`src/rtl/ata_bridge_pkg.sv`:
```
// Shared encodings for the memory-mapped ATA bridge.
// Assumes host size codes 0/1/2 for byte/half-word/word; code 3 is unused.
package ata_bridge_pkg;
    typedef enum logic [1:0] {
        SZ_BYTE = 2'd0,
        SZ_HALF = 2'd1,
        SZ_WORD = 2'd2,
        SZ_RSVD = 2'd3
    } acc_size_e;

    localparam logic [1:0] CS_NONE = 2'b00;
    localparam logic [1:0] CS_TASK = 2'b01;
    localparam logic [1:0] CS_CTRL = 2'b10;
    localparam logic [2:0] CTRL_REG_ADDR = 3'd6;

    typedef struct packed {
        logic       hit;
        logic       is_data;
        logic [1:0] cs;
        logic [2:0] reg_addr;
    } dec_t;
endpackage

```
`src/rtl/ata_addr_decode.sv`:
```
// Address decoder: maps a host address and size onto a device register.
// Assumes registers on a (1<<STRIDE_BITS)-byte stride inside a
// (1<<WIN_BITS)-byte window; purely combinational.
module ata_addr_decode
    import ata_bridge_pkg::*;
#(
    parameter int ADDR_W      = 32,
    parameter int WIN_BITS    = 12,
    parameter int STRIDE_BITS = 4,
    parameter int CTRL_IDX_A  = 8,
    parameter int CTRL_IDX_B  = 22
) (
    input  logic [ADDR_W-1:0] addr,
    input  logic [1:0]        size,
    output dec_t              dec
);
    localparam int IDX_W = WIN_BITS - STRIDE_BITS;

    logic [IDX_W-1:0] idx;
    assign idx = addr[WIN_BITS-1:STRIDE_BITS];

    // Classify the access by size and index.
    always_comb begin
        dec = '0;
        unique case (acc_size_e'(size))
            SZ_BYTE: begin
                if (idx >= IDX_W'(1) && idx <= IDX_W'(7)) begin
                    dec.hit      = 1'b1;
                    dec.cs       = CS_TASK;
                    dec.reg_addr = idx[2:0];
                end else if (idx == IDX_W'(CTRL_IDX_A) || idx == IDX_W'(CTRL_IDX_B)) begin
                    dec.hit      = 1'b1;
                    dec.cs       = CS_CTRL;
                    dec.reg_addr = CTRL_REG_ADDR;
                end
            end
            SZ_HALF, SZ_WORD: begin
                if (idx == '0) begin
                    dec.hit     = 1'b1;
                    dec.is_data = 1'b1;
                    dec.cs      = CS_TASK;
                end
            end
            default: dec = '0;
        endcase
    end
endmodule

```
`src/rtl/ata_lane_swap.sv`:
```
// Byte-lane reverser: output byte i is input byte LANES-1-i.
// Assumes 8-bit lanes; purely combinational.
module ata_lane_swap #(
    parameter int LANES = 4
) (
    input  logic [LANES*8-1:0] din,
    output logic [LANES*8-1:0] dout
);
    for (genvar i = 0; i < LANES; i++) begin : g_lane
        assign dout[i*8 +: 8] = din[(LANES-1-i)*8 +: 8];
    end
endmodule

```
`src/rtl/ata_irq_gate.sv`:
```
// Interrupt gate: latches device interrupt edges and masks them with
// the interrupt-disable bit. Assumes clear and control-write pulses
// arrive in the device strobe cycle.
module ata_irq_gate #(
    parameter int DATA_W   = 32,
    parameter int NIEN_BIT = 1
) (
    input  logic              clk,
    input  logic              rst_n,
    input  logic              intrq,
    input  logic              clr,
    input  logic              ctrl_wr,
    input  logic [DATA_W-1:0] ctrl_data,
    output logic              irq
);
    logic intrq_prev;
    logic pending;
    logic irq_dis;

    // Track the previous request level, also while in reset.
    always_ff @(posedge clk) begin
        intrq_prev <= intrq;
    end

    // Pending flag: a rising edge sets it and wins over a status-read clear.
    always_ff @(posedge clk) begin
        if (!rst_n) pending <= 1'b0;
        else        pending <= (pending & ~clr) | (intrq & ~intrq_prev);
    end

    // Shadow copy of the interrupt-disable bit.
    always_ff @(posedge clk) begin
        if (!rst_n)       irq_dis <= 1'b0;
        else if (ctrl_wr) irq_dis <= ctrl_data[NIEN_BIT];
    end

    assign irq = pending & ~irq_dis;
endmodule

```
`src/rtl/mmio_ata_bridge.sv`:
```
// Memory-mapped host to ATA task-file bridge. Two pipeline stages:
// request -> device strobe cycle -> host ready. Assumes one-cycle host
// requests and a device that returns read data within its strobe cycle.
module mmio_ata_bridge
    import ata_bridge_pkg::*;
#(
    parameter int ADDR_W      = 32,
    parameter int WIN_BITS    = 12,
    parameter int STRIDE_BITS = 4,
    parameter int CTRL_IDX_A  = 8,
    parameter int CTRL_IDX_B  = 22,
    parameter int NIEN_BIT    = 1,
    parameter int STATUS_REG  = 7
) (
    input  logic              clk,
    input  logic              rst_n,
    input  logic [ADDR_W-1:0] host_addr,
    input  logic [1:0]        host_size,
    input  logic              host_rd,
    input  logic              host_wr,
    input  logic [31:0]       host_wdata,
    output logic [31:0]       host_rdata,
    output logic              host_ready,
    output logic              host_irq,
    output logic [1:0]        dev_cs,
    output logic [2:0]        dev_addr,
    output logic              dev_rd,
    output logic              dev_wr,
    output logic              dev_wide,
    output logic [31:0]       dev_wdata,
    input  logic [31:0]       dev_rdata,
    input  logic              dev_intrq
);
    localparam int DATA_W = 32;
    localparam int HALF_W = DATA_W / 2;

    dec_t dec;
    logic req;
    logic [HALF_W-1:0] wr_sw16, rd_sw16;
    logic [DATA_W-1:0] wr_sw32, rd_sw32;
    logic [DATA_W-1:0] wdata_nxt;

    // Stage-1 bookkeeping for the completion stage.
    logic       s1_vld;
    logic       s1_rd;
    logic       s1_hit;
    logic       s1_data;
    logic [1:0] s1_size;
    logic [DATA_W-1:0] rdata_nxt;

    ata_addr_decode #(
        .ADDR_W(ADDR_W), .WIN_BITS(WIN_BITS), .STRIDE_BITS(STRIDE_BITS),
        .CTRL_IDX_A(CTRL_IDX_A), .CTRL_IDX_B(CTRL_IDX_B)
    ) u_dec (
        .addr(host_addr), .size(host_size), .dec(dec)
    );

    ata_lane_swap #(.LANES(2)) u_wsw16 (.din(host_wdata[HALF_W-1:0]), .dout(wr_sw16));
    ata_lane_swap #(.LANES(4)) u_wsw32 (.din(host_wdata), .dout(wr_sw32));
    ata_lane_swap #(.LANES(2)) u_rsw16 (.din(dev_rdata[HALF_W-1:0]), .dout(rd_sw16));
    ata_lane_swap #(.LANES(4)) u_rsw32 (.din(dev_rdata), .dout(rd_sw32));

    assign req = host_rd | host_wr;

    // Select device write data by access kind.
    always_comb begin
        if (!dec.is_data)                       wdata_nxt = {24'h0, host_wdata[7:0]};
        else if (host_size == 2'(SZ_WORD))      wdata_nxt = wr_sw32;
        else                                    wdata_nxt = {{HALF_W{1'b0}}, wr_sw16};
    end

    // Stage 1: drive the device strobe cycle and remember the access.
    always_ff @(posedge clk) begin
        if (!rst_n) begin
            dev_rd    <= 1'b0;
            dev_wr    <= 1'b0;
            dev_cs    <= CS_NONE;
            dev_addr  <= '0;
            dev_wide  <= 1'b0;
            dev_wdata <= '0;
            s1_vld    <= 1'b0;
            s1_rd     <= 1'b0;
            s1_hit    <= 1'b0;
            s1_data   <= 1'b0;
            s1_size   <= '0;
        end else begin
            dev_rd    <= host_rd & ~host_wr & dec.hit;
            dev_wr    <= host_wr & dec.hit;
            dev_cs    <= (req & dec.hit) ? dec.cs : CS_NONE;
            dev_addr  <= dec.reg_addr;
            dev_wide  <= dec.is_data & (host_size == 2'(SZ_WORD));
            dev_wdata <= host_wr ? wdata_nxt : '0;
            s1_vld    <= req;
            s1_rd     <= host_rd & ~host_wr;
            s1_hit    <= dec.hit;
            s1_data   <= dec.is_data;
            s1_size   <= host_size;
        end
    end

    // Form the read result: device data, swapped data, or an all-ones fill.
    always_comb begin
        if (!s1_rd)                                rdata_nxt = '0;
        else if (s1_hit && s1_data && s1_size == 2'(SZ_WORD)) rdata_nxt = rd_sw32;
        else if (s1_hit && s1_data)                rdata_nxt = {{HALF_W{1'b0}}, rd_sw16};
        else if (s1_hit)                           rdata_nxt = {24'h0, dev_rdata[7:0]};
        else if (s1_size == 2'(SZ_BYTE))           rdata_nxt = 32'h0000_00FF;
        else if (s1_size == 2'(SZ_HALF))           rdata_nxt = 32'h0000_FFFF;
        else                                       rdata_nxt = 32'hFFFF_FFFF;
    end

    // Stage 2: return the ready pulse and read data to the host.
    always_ff @(posedge clk) begin
        if (!rst_n) begin
            host_ready <= 1'b0;
            host_rdata <= '0;
        end else begin
            host_ready <= s1_vld;
            host_rdata <= rdata_nxt;
        end
    end

    logic status_rd;
    logic ctrl_wr;
    assign status_rd = dev_rd & (dev_cs == CS_TASK) & (dev_addr == 3'(STATUS_REG));
    assign ctrl_wr   = dev_wr & (dev_cs == CS_CTRL);

    ata_irq_gate #(.DATA_W(DATA_W), .NIEN_BIT(NIEN_BIT)) u_irq (
        .clk(clk), .rst_n(rst_n), .intrq(dev_intrq), .clr(status_rd),
        .ctrl_wr(ctrl_wr), .ctrl_data(dev_wdata), .irq(host_irq)
    );
endmodule

```
`config.mk`:
```
export PLATFORM = sky130hd
export DESIGN_NAME = mmio_ata_bridge
export DESIGN_NICKNAME = d
export VERILOG_FILES = /design/src/rtl/ata_bridge_pkg.sv /design/src/rtl/ata_addr_decode.sv /design/src/rtl/ata_lane_swap.sv /design/src/rtl/ata_irq_gate.sv /design/src/rtl/mmio_ata_bridge.sv
export SDC_FILE = /design/constraint.sdc
export NUM_CORES = 1
export LEC_CHECK = 0
export BUFFER_PORTS_ARGS = -buffer_cell sky130_fd_sc_hd__buf_2
export CAP_MARGIN = 40
export CORE_MARGIN = 2
export CORE_UTILIZATION = 40
export CTS_BUF_LIST = sky130_fd_sc_hd__clkbuf_16
export DETAILED_ROUTE_END_ITERATION = 6
export PLACE_DENSITY_LB_ADDON = 0.12
export SLEW_MARGIN = 40
export SYNTH_ARGS = -nofsm -noshare
export SYNTH_HDL_FRONTEND = slang
export SYNTH_SLANG_ARGS = --single-unit
```
`constraint.sdc`:
```
create_clock -name clk -period 2.47 [get_ports clk]
set_input_delay 0.247 -clock clk [delete_from_list [all_inputs] [get_ports clk]]
set_output_delay 0.247 -clock clk [all_outputs]
set_load 0.05 [all_outputs]
```
==> impl_metrics.ini, run 1 <==
[run_status]
status = completed

[power_and_ir_drop]
total_leakage_power_nw = 2.07
power_w = 0.00280
power_density_mw_per_mm2 = 673
ir_drop_mv = 0.326

[final_layout]
area_growth_pct = 36.4
nets = 555
drive_gt1_frac = 0.399
n_antenna_cell = 0

[synthesis]
synthDistinctLibCells = 38
ys_seq_elements = 82
syn-instance-count = 299
ys_seq_area_frac = 0.538
netlist_area_sq_mm = 0.00305
synth_edf_count = 0
syn-mean-instance-area_sq_um = 10.2
synth_nets = 405
yosysWarningCount = 0
async_reset_ff_frac = 0
synth_flop_cell = dfxtp_1

[clock_network]
postCtsSetupBuffers = 0
root_buffer = clkbuf_16
postCtsResizedCells = 0
cts.sinks = 82
cts_tree = built
hold_buffers = 0
cts_buffers = 9
cts_buffer_depth = 2
htreeDepth = 3
cts.clk_slew.worst_paths_ns = 0.06
insertion_delay_ns = 0.33

[worst_setup_path]
required_ns = 2.64
r2r_cells = 3
r2r_end = host_rdata[10]$_SDFF_PN0_
worst-path-max-fanout = 12
critPathCaptureType = flop
cp.arrival_ns = 1.71
worstSetupStartpointType = flop
r2r_slack_ns = 0.94
startpoint = s1_hit$_SDFF_PN0_
worstSetupPathType = reg2reg
regToRegStartpoint = s1_hit$_SDFF_PN0_

[route]
viasPerCell = 4.80
drtIter0Drc = 55
ant_nets = 0
firstDrtPassIters = 4
finalWirelength_um = 7620
wire_per_inst_um = 13.8
num_vias = 2652
drc_errors = 0

[worst_hold_path]
min_path_type = in2reg
hold_depth = 1
hp-start = dev_intrq
whs_endpoint = u_irq.intrq_prev$_DFF_P_

[timing]
maxSlewViolCount = 0
setup_tns_ns = 0
grt_setup_unrepaired = no
fmax_mhz = 652
tightest_slew_ns = 0.652
skew_ns = 0.00423
hold_viol_final = 0
slew_headroom = 0.566
fin_crit_sh = 0.621
setup_violations = 0
finalCriticalPeriod_ns = 1.53

[global_route]
grt_first_pass_wirelength_um = 12300
antenna_found_initial = 0
grt_pass1_vias = 2570
grt_max_degree = 34
grt-ovfl-total = 0
grt_usage = 0.184

[floorplan]
dieArea_sq_mm = 0.00834
start_util = 0.416
core.rowCount = 31
io_pins = 177
die-height_um = 91.3
die_w_um = 91.3
coreArea_sq_mm = 0.00733

[placed_design]
dp_hpwl_um = 5680
port_buffers = 152
gp_congestion = 0.825

[job]
maxCapViolations = 0
-- placed cells by master, fill, tap and decap left out, types with 2 or more instances in the layout --
master	instances
o2111ai_1	2
ha_1	3
nor2_1	60
and2_1	6
a311oi_1	8
o211a_1	8
mux2i_1	25
and4_1	16
nand4b_1	2
inv_1	6
dfxtp_1	82
a21oi_1	2
nand2_1	14
a211oi_1	8
and3_1	2
nor2b_1	3
buf_4	9
clkbuf_16	9
nand4_1	8
nand3_1	3
buf_2	152
clkinvlp_4	4
o21ai_0	3
a21boi_1	3
-- cells in the mapped netlist, drive strengths merged (3+ instances only) --
master	number	area (sq um)
dfxtp	82	1640
nor2	61	231
mux2i	25	250
and4	16	140
buf	14	83.8
nand2	14	52.6
nand4	9	71.3
a211oi	8	60.1
a311oi	8	70.1
clkbuf	8	31.3
o211a	8	80.1
and2	6	37.5
inv	5	18.8
a21boi	4	30.0
nor2b	4	25.0
ha	3	37.5
nand3	3	15.0
o2111ai	3	32.5
o21ai	3	15.0
-- critical path, cell delays in order, from the launching register on --
cell and delay [ns]:
dfxtp_1 0.59, inv_1 0.11, o22ai_1 0.52, a211oi_1 0.16
-- how the worst max path moves through the flow --
stage	endpoint	slack (ns)
final	host_rdata[10]$_SDFF_PN0_	0.94
after global routing	host_rdata[14]$_SDFF_PN0_	0.76
after CTS	host_rdata[14]$_SDFF_PN0_	0.95
after detailed placement	dev_wdata[18]$_SDFF_PN0_	0.86
after global placement	dev_wdata[23]$_SDFF_PN0_	0.88
after floorplan	dev_wdata[0]$_SDFF_PN0_	1.01
-- metrics by stage --
step / cell area [sq um] / hold slack [ns] / instances / util / setup slack [ns]
2_1_floorplan: 3050 / 0.275 / 299 / - / 1.01
3_3_place_gp: 3890 / 0.367 / 537 / 0.530 / 0.881
3_5_place_dp: 3890 / 0.370 / 537 / 0.530 / 0.857
4_1_cts: 4160 / 0.0307 / 553 / 0.568 / 0.948
5_1_grt: 4160 / 0.0398 / 553 / 0.568 / 0.760
6_report: 4160 / 0.0388 / 553 / 0.568 / 0.936
-- per-layer routing --
layer / global-route usage / wire length [um]
met4: 0.0644 / 102
met2: 0.297 / 3410
met1: 0.226 / 3370
met3: 0.0680 / 748
met5: 0 / 0
-- power by group --
group,leakage [nW],total (W),switching [W],internal (W)
combinational,1.28,0.000252,0.000156,0.0000966
sequential,0.665,0.00135,0.00000597,0.00134
clock,0.123,0.00120,0.000524,0.000676
-- sequential cells by signal (all words and copies together) (netlist names), 2 cells and up --
name / count
dev_cs: 2
dev_addr: 3
dev_wdata: 32
host_rdata: 32
s1_size: 2
-- cell type report --
class	count	area, sq um
fillers	702	3170
flip-flops and latches	82	1640
multi-input cells	190	1280
repair buffers	161	828
clock buffers	9	225
well taps	99	124
clock inverters	7	46.3
inverters	5	18.8
-- logic make-up after synthesis --
group / after synthesis / synth area share
AOI/OAI and AO/OA: 38 / 0.103
DFF: 82 / 0.538
adders and majority gates: 3 / 0.0123
buffers and inverters: 27 / 0.0439
and+or+nand+nor: 124 / 0.221
muxes: 25 / 0.0821
No activity file was read; power rests on OpenSTA's default activity.
==> run 2: changes to the inputs <==
--- a/config.mk
+++ b/config.mk
@@ -5,10 +5,11 @@
 export SDC_FILE = /design/constraint.sdc
 export NUM_CORES = 1
 export LEC_CHECK = 0
+export ABC_AREA = 1
 export BUFFER_PORTS_ARGS = -buffer_cell sky130_fd_sc_hd__buf_2
 export CAP_MARGIN = 40
 export CORE_MARGIN = 2
-export CORE_UTILIZATION = 40
+export CORE_UTILIZATION = 39
 export CTS_BUF_LIST = sky130_fd_sc_hd__clkbuf_16
 export DETAILED_ROUTE_END_ITERATION = 6
 export PLACE_DENSITY_LB_ADDON = 0.12
==> constraint.sdc (replaced) <==
create_clock -name clk -period 1.2 [get_ports clk]
set_input_delay 0.12 -clock clk [delete_from_list [all_inputs] [get_ports clk]]
set_output_delay 0.12 -clock clk [all_outputs]
set_load 0.05 [all_outputs]
==> impl_metrics.ini, run 2 <==
[clock_network]
cts.sinks = 82
root_buffer = clkbuf_16
htreeDepth = 3
cts_tree = built
insertion_delay_ns = 0.33
cts.clk_slew.worst_paths_ns = 0.06
postCtsSetupBuffers = 0
cts_buffers = 9
cts_buffer_depth = 2

[placed_design]
dpl_cell_area_sq_mm = 0.00405
port_buffers = 152
dp.cells = 632
gp_congestion = 0.809
dp_hpwl_um = 5960

[worst_setup_path]
worst-path-max-fanout = 2
required_ns = 1.08
cp.arrival_ns = 1.04
slowest_stage = dfxtp_1
r2r_cells = 5
worstSetupStartpointType = flop
critical_path_buf_inv_count = 2
r2r_slack_ns = 0.08
cp_top_family = flip-flops
critPathMaxStageDelay_ns = 0.34
worstSetupPathType = reg2out
path_cells = inv_1 > nor2_1 > buf_2
critPathCaptureType = output port
r2r_end = host_rdata[13]$_SDFF_PN0_
regToRegStartpoint = s1_size[1]$_SDFF_PN0_

[global_route]
antenna_found_initial = 0
grt_usage = 0.190
grt_max_degree = 28
grt-ovfl-total = 0
grt_first_pass_wirelength_um = 12800
grt_pass1_vias = 2845

[final_layout]
multiInputGateArea_sq_mm = 0.00115
stdcell_area_sq_mm = 0.00437
fillCellCount = 737
layout_common_cells = buf_2, dfxtp_1, inv_1
area_growth_pct = 45.0
fin_cells = 649
mostFrequentLayoutCell = buf_2
seq_area_sq_mm = 0.00164
reg_top3 = dev_wdata (32), host_rdata (32), dev_addr (3)
n_antenna_cell = 0
nets = 648
drive_gt1_frac = 0.402
final_core_utilization = 0.574

[route]
ant_nets = 0
drc_errors = 0
finalWirelength_um = 7810
firstDrtPassIters = 4
wire_per_inst_um = 12.0
viasPerCell = 4.59
drtIter0Drc = 83
num_vias = 2981

[synthesis]
async_reset_ff_frac = 0
netlist.area_leader.share = 0.545
ys_seq_elements = 82
synth_nets = 475
synthDistinctLibCells = 29
post-synth-top-count-cell = dfxtp_1
ys_seq_area_frac = 0.545
syn-mean-instance-area_sq_um = 8.17
yosysWarningCount = 0
synth_flop_cell = dfxtp_1
syn-instance-count = 369
yosys-top-cells-area = dfxtp_1, o21ai_0, inv_1
netlist_area_sq_mm = 0.00301
synth_common_cells = dfxtp_1, o21ai_0, inv_1
yosysTopAreaCell = dfxtp_1
synth_edf_count = 0

[timing]
tightest_slew_ns = 0.346
maxSlewViolCount = 0
setup_tns_ns = 0
setup_violations = 0
skew_ns = 0.00410
fmax_mhz = 863
hold_viol_final = 0
slew_headroom = 0.769
hold_slack_ns = 0.0226
fin_crit_sh = 0.965
finalCriticalPeriod_ns = 1.16
grt_setup_unrepaired = yes

[job]
maxCapViolations = 0

[floorplan]
coreArea_sq_mm = 0.00761
die_w_um = 91.9
io_pins = 177
core.rowCount = 32
die-height_um = 91.9
dieArea_sq_mm = 0.00844
start_util = 0.396

[run_status]
status = completed

[power_and_ir_drop]
total_leakage_power_nw = 2.24
ir_drop_mv = 0.611
power_density_mw_per_mm2 = 1330

[worst_hold_path]
hp-start = host_wdata[9]
hold_depth = 3
min_path_type = in2reg
whs_endpoint = dev_wdata[17]$_SDFF_PN0_
[run 2: cell count changes after synthesis, sizes merged, moves of 6 or more]
cell	change
mux2i	-25
inv	+47
a21oi	+32
a311oi	-8
o211a	-8
o21ai	+49
and4	-16
nand4	-8
nand2	+28
and2	-6
[run 2: area by class of cell]
class / count / share of cell area
flip-flops and latches: 82 / 0.376
multi-input cells: 221 / 0.263
repair buffers: 176 / 0.225
clock buffers: 9 / 0.0516
inverters: 52 / 0.0453
well taps: 102 / 0.0292
clock inverters: 7 / 0.0106
[run 2: stage by stage]
| stage | power, W | setup slack (ns) |
|---|---|---|
| 6_report | 0.00580 | 0.0419 |
| 3_5_place_dp | 0.00338 | -0.143 |
| 4_1_cts | 0.00584 | -0.00975 |
| 3_3_place_gp | 0.00338 | -0.0682 |
| 2_1_floorplan | 0.00312 | 0.00722 |
| 5_1_grt | 0.00603 | -0.0545 |
[run 2: worst max-delay path by stage]
stage / to / from / cells past startpoint / slack (ns)
after global placement: dev_wdata[21]$_SDFF_PN0_ / host_size[0] / 7 / -0.07
after global routing: host_rdata[6]$_SDFF_PN0_ / s1_size[1]$_SDFF_PN0_ / 5 / -0.05
after floorplan: host_rdata[14]$_SDFF_PN0_ / s1_data$_SDFF_PN0_ / 6 / 0.007
final: host_irq / u_irq.pending$_SDFF_PN0_ / 3 / 0.04
after CTS: host_rdata[28]$_SDFF_PN0_ / s1_size[1]$_SDFF_PN0_ / 5 / -0.01
after detailed placement: dev_wdata[20]$_SDFF_PN0_ / host_size[0] / 7 / -0.14
[run 2: cells by family after synthesis]
group                      synth area share
AOI/OAI and AO/OA                     0.174
DFF                                   0.545
buffers and inverters                0.0889
adders and majority gates            0.0125
and+or+nand+nor                       0.180
[run 2: worst reg2reg max path: cells and delay by family (launching register included)]
family | cells | cell delay, ns
simple gates | 1 | 0.25
flops | 1 | 0.30
compound gates | 2 | 0.24
buf+inv | 2 | 0.21
[run 2: where the power goes]
group	switching [W]	internal [W]	total [W]
Clock	0.00108	0.00139	0.00247
Combinational	0.000348	0.000211	0.000559
Sequential	0.0000125	0.00276	0.00277
Total	0.00144	0.00436	0.00580
[run 2: what timing repair did]
| item | CTS | global route |
|---|---|---|
| endpoints found under the hold margin | 1 | 0 |
| hold buffers | 1 | 0 |
| pin swaps | 0 | 1 |
| resized for setup | 1 | 14 |
| setup endpoints to repair | 3 | 24 |
| gates cloned | 0 | 0 |
[run 2: metal layers]
metal,global-route usage,share of wire
met1,0.228,0.43
met2,0.320,0.46
met3,0.0509,0.085
met4,0.0846,0.023
met5,0,0
==> run 3: changes to the inputs <==
--- a/config.mk
+++ b/config.mk
@@ -8,7 +8,7 @@
 export ABC_AREA = 1
 export BUFFER_PORTS_ARGS = -buffer_cell sky130_fd_sc_hd__buf_2
 export CAP_MARGIN = 40
-export CORE_MARGIN = 2
+export CORE_MARGIN = 3
 export CORE_UTILIZATION = 39
 export CTS_BUF_LIST = sky130_fd_sc_hd__clkbuf_16
 export DETAILED_ROUTE_END_ITERATION = 6
==> impl_metrics.ini, run 3 (synthesis gave the netlist of run 2 again) <==
[timing]
hold_slack_ns = 0.0206
grt_setup_unrepaired = no
tightest_slew_ns = 0.337
setup_tns_ns = 0
setup_violations = 0
fin_crit_sh = 0.937
maxSlewViolCount = 0
slew_headroom = 0.775
fin_ws_ns = 0.0752
skew_ns = 0.0101
finalCriticalPeriod_ns = 1.12
hold_viol_final = 0
fmax_mhz = 889

[power_and_ir_drop]
swShare = 0.238
power_frac_comb = 0.093
clockPowerShare = 0.445
seqPwrFrac = 0.462
total_leakage_power_nw = 2.26
internal_power_w = 0.00458
ir_drop_mv = 0.690
power_density_mw_per_mm2 = 1370
p_sw_w = 0.00143

[route]
ant_nets = 0
firstDrtPassIters = 4
viasPerCell = 4.58
drc_errors = 0
finalWirelength_um = 8090
wire_per_inst_um = 12.5
drtIter0Drc = 65
num_vias = 2966

[worst_setup_path]
worstSetupStartpointType = flop
cp.arrival_ns = 1.00
r2r_cells = 5
required_ns = 1.08
r2r_end = host_rdata[0]$_SDFF_PN0_
regToRegStartpoint = s1_size[1]$_SDFF_PN0_
startpoint = u_irq.pending$_SDFF_PN0_
r2r_slack_ns = 0.08
worstSetupPathType = reg2out
worst-path-max-fanout = 2
critPathCaptureType = output port

[clock_network]
cts_tree = built
cts.clk_slew.worst_paths_ns = 0.06
cts_buffer_depth = 2
root_buffer = clkbuf_16
insertion_delay_ns = 0.33
postCtsSetupBuffers = 0
cts.sinks = 82
htreeDepth = 3
cts_buffers = 9

[placed_design]
post-place-ws_ns = -0.132
dp_hpwl_um = 6400
gp_congestion = 0.779
port_buffers = 152

[job]
maxCapViolations = 0

[final_layout]
nets = 650
drive_gt1_frac = 0.395
fillCellCount = 720
mostFrequentLayoutCell = buf_2
layout_common_cells = buf_2, dfxtp_1, inv_1
seq_area_sq_mm = 0.00164
final_core_utilization = 0.596
multiInputGateArea_sq_mm = 0.00112
n_antenna_cell = 0
reg_top3 = dev_wdata (32), host_rdata (32), dev_addr (3)
area_growth_pct = 45.8

[global_route]
antenna_found_initial = 0
grt_first_pass_wirelength_um = 12900
met1_usage = 0.223
met3_usage = 0.0505
grt_max_degree = 28
grt_busiest_layer = met2
grt_pass1_vias = 2778
grt-ovfl-total = 0
use_met2 = 0.311
grt_usage = 0.186

[worst_hold_path]
min_path_type = in2reg
hold_depth = 3
hp-start = host_wdata[13]
whs_endpoint = dev_wdata[21]$_SDFF_PN0_

[floorplan]
core.rowCount = 31
die_w_um = 93.9
io_pins = 177
die-height_um = 93.9
start_util = 0.409
coreArea_sq_mm = 0.00737
dieArea_sq_mm = 0.00882

[run_status]
status = completed
## run 3: changes by cell type in the layout (fill, tap and decap cells not counted), sizes merged
cell / before / now
clkinv: 3 / 2
buf: 175 / 176
clkbuf: 9 / 10
clkinvlp: 4 / 3
bufinv: 0 / 1
inv: 52 / 53
## run 3: worst max-delay path, stage by stage, from the launching register on
cell      delay, ns
dfxtp_1        0.33
inv_1          0.04
nor2_1         0.07
clkbuf_4       0.23
## run 3: timing repair
action | in CTS | in global routing
pin swaps | 0 | 1
setup endpoints to repair | 3 | 22
hold buffers | 1 | 0
resized for setup | 3 | 8
hold endpoints to repair | 1 | 0
## run 3: routing by layer
layer | vias to the layer above | part of all wire
met5 | - | 0
met4 | 0 | 0.016
met3 | 9 | 0.080
met2 | 106 | 0.48
met1 | 1323 | 0.42
li1 | 1528 | -
## run 3: stage by stage
step / cells / cell area [sq um] / total power [W]
3_3_place_gp: 631 / 4070 / 0.00339
3_5_place_dp: 631 / 4070 / 0.00339
6_report: 648 / 4390 / 0.00601
5_1_grt: 648 / 4390 / 0.00627
2_1_floorplan: 369 / 3020 / 0.00312
4_1_cts: 648 / 4380 / 0.00606
## run 3: power by group through the flow
stage | registers [W] | logic (W) | clock network (W)
finish | 0.00277 | 0.000561 | 0.00267
CTS | 0.00277 | 0.000559 | 0.00273
global placement | 0.00283 | 0.000551 | 0
global route | 0.00278 | 0.000618 | 0.00288
floorplan | 0.00294 | 0.000184 | 0
detailed placement | 0.00284 | 0.000553 | 0
## run 3: final cells by class
type                    count  area share
clock buffers               9      0.0513
flip-flops and latches     82       0.374
multi-input cells         221       0.256
inverters                  52      0.0450
well taps                  99      0.0282
clock inverters             7      0.0157
repair buffers            178       0.230
## run 3: worst max path at each step
stage,to,cells after the start
final,host_irq,3
after global routing,host_rdata[31]$_SDFF_PN0_,5
after CTS,host_rdata[13]$_SDFF_PN0_,6
after detailed placement,dev_wdata[12]$_SDFF_PN0_,7
after global placement,dev_wdata[9]$_SDFF_PN0_,7
after floorplan,host_rdata[14]$_SDFF_PN0_,6
